**config.mk**
```make
export PLATFORM = sky130hd
export DESIGN_NAME = pnp_initkey_detector
export DESIGN_NICKNAME = d
export VERILOG_FILES = /design/src/rtl/pnp_key_pkg.sv /design/src/rtl/pnp_key_rom.sv /design/src/rtl/pnp_key_matcher.sv /design/src/rtl/pnp_initkey_detector.sv
export SDC_FILE = /design/constraint.sdc
export NUM_CORES = 1
export LEC_CHECK = 0
export CAP_MARGIN = 20
export CELL_PAD_IN_SITES_DETAIL_PLACEMENT = 1
export CELL_PAD_IN_SITES_GLOBAL_PLACEMENT = 2
export CORE_ASPECT_RATIO = 1.75
export CORE_MARGIN = 2
export CORE_UTILIZATION = 40
export DETAILED_ROUTE_END_ITERATION = 7
export PLACE_DENSITY = 0.95
export SLEW_MARGIN = 10
export SYNTH_ARGS = -nofsm -noshare
export SYNTH_HDL_FRONTEND = slang
export SYNTH_HIERARCHICAL = 1
export SYNTH_SLANG_ARGS = --single-unit
```
**constraint.sdc**
```tcl
create_clock -name clk -period 5.6 [get_ports clk]
set_clock_uncertainty 0.2 [all_clocks]
set_input_delay 0.56 -clock clk [delete_from_list [all_inputs] [get_ports clk]]
set_output_delay 0.56 -clock clk [all_outputs]
set_load 0.01 [all_outputs]
```
**src/rtl/pnp_key_pkg.sv**
```systemverilog
package pnp_key_pkg;

   typedef logic [7:0] key_byte_t;

   typedef enum logic {
      KEY_LFSR  = 1'b0,
      KEY_TABLE = 1'b1
   } key_kind_e;

   // Byte idx of the shift-register sequence started at seed.
   function automatic key_byte_t lfsr_key_byte(input key_byte_t seed, input int idx);
      key_byte_t v;
      v = seed;
      for (int i = 0; i < 256; i++) begin
         if (i < idx) v = {v[1] ^ v[0], v[7:1]};
      end
      return v;
   endfunction

   // Byte idx of the arithmetic table sequence.
   function automatic key_byte_t table_key_byte(input int mul, input key_byte_t ofs, input int idx);
      logic [15:0] p;
      p = 16'(idx) * 16'(mul) + 16'(ofs);
      return p[7:0];
   endfunction

endpackage

```
**src/rtl/pnp_key_rom.sv**
```systemverilog
module pnp_key_rom
   import pnp_key_pkg::*;
#(
   parameter int        KEY_LEN  = 32,
   parameter key_kind_e KIND     = KEY_LFSR,
   parameter key_byte_t SEED     = 8'h6A,
   parameter int        TBL_MUL  = 37,
   parameter key_byte_t TBL_OFS  = 8'h5C,
   localparam int       IDX_W    = $clog2(KEY_LEN)
) (
   input  logic [IDX_W-1:0] idx,
   output key_byte_t        byte_o,
   output key_byte_t        first_o
);

   key_byte_t rom [KEY_LEN];

   generate
      if (KIND == KEY_LFSR) begin : g_lfsr
         for (genvar i = 0; i < KEY_LEN; i++) begin : g_ent
            assign rom[i] = lfsr_key_byte(SEED, i);
         end
      end else begin : g_table
         for (genvar i = 0; i < KEY_LEN; i++) begin : g_ent
            assign rom[i] = table_key_byte(TBL_MUL, TBL_OFS, i);
         end
      end
   endgenerate

   assign byte_o  = rom[idx];
   assign first_o = rom[0];

endmodule

```
**src/rtl/pnp_key_matcher.sv**
```systemverilog
module pnp_key_matcher
   import pnp_key_pkg::*;
#(
   parameter int        KEY_LEN = 32,
   parameter key_kind_e KIND    = KEY_LFSR,
   parameter key_byte_t SEED    = 8'h6A,
   parameter int        TBL_MUL = 37,
   parameter key_byte_t TBL_OFS = 8'h5C,
   localparam int       IDX_W   = $clog2(KEY_LEN)
) (
   input  logic             clk,
   input  logic             rst_n,
   input  logic             wr_stb,
   input  key_byte_t        wr_data,
   output logic             hit,
   output logic [IDX_W-1:0] pos
);

   localparam logic [IDX_W-1:0] LAST = IDX_W'(KEY_LEN - 1);

   key_byte_t        exp_byte;
   key_byte_t        first_byte;
   logic [IDX_W-1:0] pos_nxt;

   pnp_key_rom #(
      .KEY_LEN (KEY_LEN),
      .KIND    (KIND),
      .SEED    (SEED),
      .TBL_MUL (TBL_MUL),
      .TBL_OFS (TBL_OFS)
   ) u_rom (
      .idx     (pos),
      .byte_o  (exp_byte),
      .first_o (first_byte)
   );

   always_comb begin
      pos_nxt = pos;
      hit     = 1'b0;
      if (wr_stb) begin
         if (wr_data == exp_byte) begin
            if (pos == LAST) begin
               hit     = 1'b1;
               pos_nxt = '0;
            end else begin
               pos_nxt = pos + 1'b1;
            end
         end else if (wr_data == first_byte) begin
            pos_nxt = IDX_W'(1);
         end else begin
            pos_nxt = '0;
         end
      end
   end

   always_ff @(posedge clk or negedge rst_n) begin
      if (!rst_n) pos <= '0;
      else        pos <= pos_nxt;
   end

endmodule

```
**src/rtl/pnp_initkey_detector.sv**
```systemverilog
module pnp_initkey_detector
   import pnp_key_pkg::*;
#(
   parameter int          KEY_LEN   = 32,
   parameter key_byte_t   STD_SEED  = 8'h6A,
   parameter int          ALT_MUL   = 37,
   parameter key_byte_t   ALT_OFS   = 8'h5C,
   parameter logic [1:0]  PNP_MODE  = 2'b10,
   localparam int         IDX_W     = $clog2(KEY_LEN),
   localparam int         N_KEYS    = 2
) (
   input  logic       clk,
   input  logic       rst_n,
   input  logic       wr_stb,
   input  logic [7:0] wr_data,
   input  logic [1:0] cfg_mode,
   input  logic       exit_cmd,
   output logic       cfg_en
);

   if (KEY_LEN < 2 || (1 << IDX_W) != KEY_LEN) begin : g_bad_len
      $error("KEY_LEN must be a power of two of at least 2");
   end
   if (ALT_MUL % 2 == 0) begin : g_bad_mul
      $error("ALT_MUL must be odd so table bytes stay distinct");
   end

   logic [N_KEYS-1:0] key_hit;
   logic [IDX_W-1:0]  key_pos [N_KEYS];
   logic [IDX_W-1:0]  std_pos;
   logic [IDX_W-1:0]  alt_pos;
   logic              std_ok;
   logic              alt_ok;

   // Index 0 carries the standard sequence, index 1 the alternate one.
   for (genvar k = 0; k < N_KEYS; k++) begin : g_key
      pnp_key_matcher #(
         .KEY_LEN (KEY_LEN),
         .KIND    (k == 0 ? KEY_LFSR : KEY_TABLE),
         .SEED    (STD_SEED),
         .TBL_MUL (ALT_MUL),
         .TBL_OFS (ALT_OFS)
      ) u_match (
         .clk     (clk),
         .rst_n   (rst_n),
         .wr_stb  (wr_stb),
         .wr_data (wr_data),
         .hit     (key_hit[k]),
         .pos     (key_pos[k])
      );
   end

   assign std_pos = key_pos[0];
   assign alt_pos = key_pos[1];
   assign std_ok  = key_hit[0] && (cfg_mode == PNP_MODE);
   assign alt_ok  = key_hit[1];

   always_ff @(posedge clk or negedge rst_n) begin
      if (!rst_n)                cfg_en <= 1'b0;
      else if (exit_cmd)         cfg_en <= 1'b0;
      else if (std_ok || alt_ok) cfg_en <= 1'b1;
   end

endmodule

```
==> flow_metrics.py <==
metrics = {
    "synthesis": {
        "synth_top_cell_area_share_pct": 13.4,
        "synth.top_cells.by_area": "xnor2_1 (13%), dfrtp_1 (13%), ha_1 (11%), buf_4 (7.5%), mux4_2 (6.4%)",
        "ys.flop_type": "dfrtp_1",
        "ys_ff_latch": 11,
        "synthCells": 246,
        "yosysSeqAreaShare_pct": 13.1,
        "syn_area_per_cell_um2": 8.52,
        "postSynth.asyncResetShare_pct": 100,
        "ys_types": 55,
        "yosysWarnings": 6,
        "synth_top_cell_by_area": "xnor2_1",
        "mappedNetlistArea_mm2": 0.00210,
        "synth-edff-count": 0,
    },
    "min_path": {
        "hold_depth": 2,
        "worstHoldStart": "cfg_en",
        "hp-class": "register to register",
        "min_to": "cfg_en",
    },
    "placed_design": {
        "io_buffers": 14,
        "gp_congestion": 0.902,
        "dp_hpwl_um": 4010,
    },
    "power": {
        "leakage_nw": 0.849,
        "ir_worst_vdd_uv": 53.8,
        "p_per_area_mw_per_mm2": 94.8,
        "total_power_w": 0.000207,
    },
    "critical_path": {
        "r2r_setup_slack_ns": 2.20,
        "arrival_ns": 3.35,
        "ff2ff_path_depth": 11,
        "cp-start-kind": "register",
        "cp-end-kind": "register",
        "r2r-start": "g_key[0].u_match/pos[0]",
        "critical_path.max_fanout": 15,
        "crit_type": "register to register",
        "crit_required_ns": 5.55,
        "r2r_end": "cfg_en",
    },
    "route": {
        "wl_per_cell_um": 16.5,
        "num_vias": 1719,
        "drc_errors": 2,
        "first_iter_violations": 106,
        "avgViaCountPerCell": 5.69,
        "drt_wl_total_um": 4990,
        "dr.pass1.iters": 6,
        "antenna_left": 0,
    },
    "sta": {
        "timing.final.crit_share_pct": 60.6,
        "finalHoldViolCount": 0,
        "rsz0062_at_grt": "no",
        "max_freq_mhz": 294,
        "fin_crit_ns": 3.40,
        "tns_ns": 0,
        "maxSlewViolCount": 0,
        "slew-limit-headroom_pct": 37.2,
        "setup-violations-final": 0,
        "worst_slew_pin_slew_ns": 0.942,
    },
    "clocking": {
        "cts_buffers": 3,
        "clk_latency_ns": 0.23,
        "cts_sinks": 11,
        "cts_resized": 0,
        "cts_hold_buf": 0,
        "clk_pin_slew_ns": 0.05,
        "cts_tree": "yes",
        "ctsRootBufferMaster": "clkbuf_8",
        "htreeDepth": 1,
        "clock_path_buffers": 2,
        "cts_setup_buffers": 0,
    },
    "status": {
        "violations": "DRC",
        "status": "finished with violations",
    },
    "layout": {
        "syn2layout_area_growth_pct": 4.12,
        "final_common_cell": "xnor2_1",
        "regArea_um2": 275,
        "multiInputGateArea_mm2": 0.00161,
        "drive_above_1_share_pct": 8.47,
        "final_nets": 282,
        "diodes": 0,
        "fillers": 628,
        "final_cell_mix": "xnor2_1 (32), ha_1 (19), nand2_1 (18)",
    },
    "grt": {
        "grt_pass1_wl_um": 8710,
        "grt_pass1_vias": 1793,
        "antenna_found_initial": 0,
        "grt_use_total_pct": 18.6,
        "grt_overflow_total": 0,
        "grt_max_degree": 34,
    },
    "floorplan": {
        "ios": 15,
        "die_h_um": 99.8,
        "dieArea_mm2": 0.00586,
        "die_w_um": 58.7,
        "fp.coreArea_mm2": 0.00502,
        "placementRows": 34,
        "start_util_pct": 41.7,
    },
    "run": {
        "cap_violations": 0,
    },
}
[stage by stage]
stage | cell area [um2] | worst slack [ns] | util, % | hold WS, ns | instances
floorplan | 2140 | 2.66 | - | 0.0644 | 258
global route | 2180 | 1.93 | 43.5 | 0.377 | 302
detailed placement | 2140 | 2.21 | 42.6 | 0.348 | 298
finish | 2180 | 2.20 | 43.5 | 0.349 | 302
global placement | 2140 | 2.30 | 42.6 | 0.313 | 298
CTS | 2180 | 2.19 | 43.5 | 0.354 | 302
[final cells by class]
| cell class | instances | area share [%] |
|---|---|---|
| repair buffers | 14 | 6.42 |
| clock buffers | 4 | 2.06 |
| inverters | 13 | 2.24 |
| multi-input cells | 206 | 73.6 |
| well taps | 54 | 3.10 |
| flip-flops and latches | 11 | 12.6 |
[cells in the mapped netlist, drive strengths merged (2+ instances only)]
library cell  number
o2bb2ai            4
nor2b              4
or3                4
and2               4
nand3              4
a31oi              2
mux4               7
nand4              6
o41ai              2
ha                19
a2111oi            3
a32o               2
a21o               6
nor2              10
mux2i              3
and3               3
nor3               3
nor3b              3
or2                4
buf               28
inv               13
a21oi              7
xnor2             32
xor2               4
nand3b             2
o21bai             3
o21ai             10
conb               4
nor4               2
nand2             18
o32ai              3
nand2b             3
dfrtp             11
[worst max-delay path: stages, from the launching register on]
cell and delay [ns]:
dfrtp_1 0.64, inv_1 0.24, ha_1 0.41, nor2_1 0.14, a21oi_1 0.05, mux4_1 0.53
xnor2_1 0.21, nand4_2 0.19, or2_1 0.34, nor2_1 0.13, nand3b_1 0.09, a21oi_1 0.15
[metal layers]
layer  up-vias  share of wire (%)  global-route usage [%]
met2        11                 60                    37.9
met1       852                 38                    19.6
li1        849                  -                       -
met4         0                1.5                    4.90
met5         -                  0                       0
met3         7               0.76                   0.520
[state kept, by name (all words and copies together), names as in the netlist]
signal / count
cfg_en: 1
g_key.u_match/pos: 10
[cells by family after synthesis]
kind of cell	share of synthesized area [%]
flip-flops	13.1
AND/OR/NAND/NOR	18.3
buffers and inverters	12.4
XOR/XNOR	15.0
other	0.716
adder cells (fa/ha/maj)	11.3
AO/OA/AOI/OAI	19.2
multiplexers	9.85
[worst max-delay path by stage]
stage,endpoint,slack [ns],start,cells past startpoint
CTS,cfg_en,2.19,g_key[0].u_match/pos[0],11
detailed placement,cfg_en,2.21,g_key[0].u_match/pos[1],11
floorplan,cfg_en,2.66,g_key[0].u_match/pos[1],12
global route,cfg_en,1.93,g_key[1].u_match/pos[0],11
finish,cfg_en,2.20,g_key[0].u_match/pos[0],11
global placement,cfg_en,2.30,g_key[1].u_match/pos[0],11
[power breakdown]
part	switching (W)	leakage, nW	internal, W
Combinational	0.0000244	0.672	0.0000243
Sequential	0.000000766	0.154	0.0000798
Clock	0.0000278	0.0228	0.0000498
Total	0.0000530	0.849	0.000154
Power figures use the tool's default switching activity.
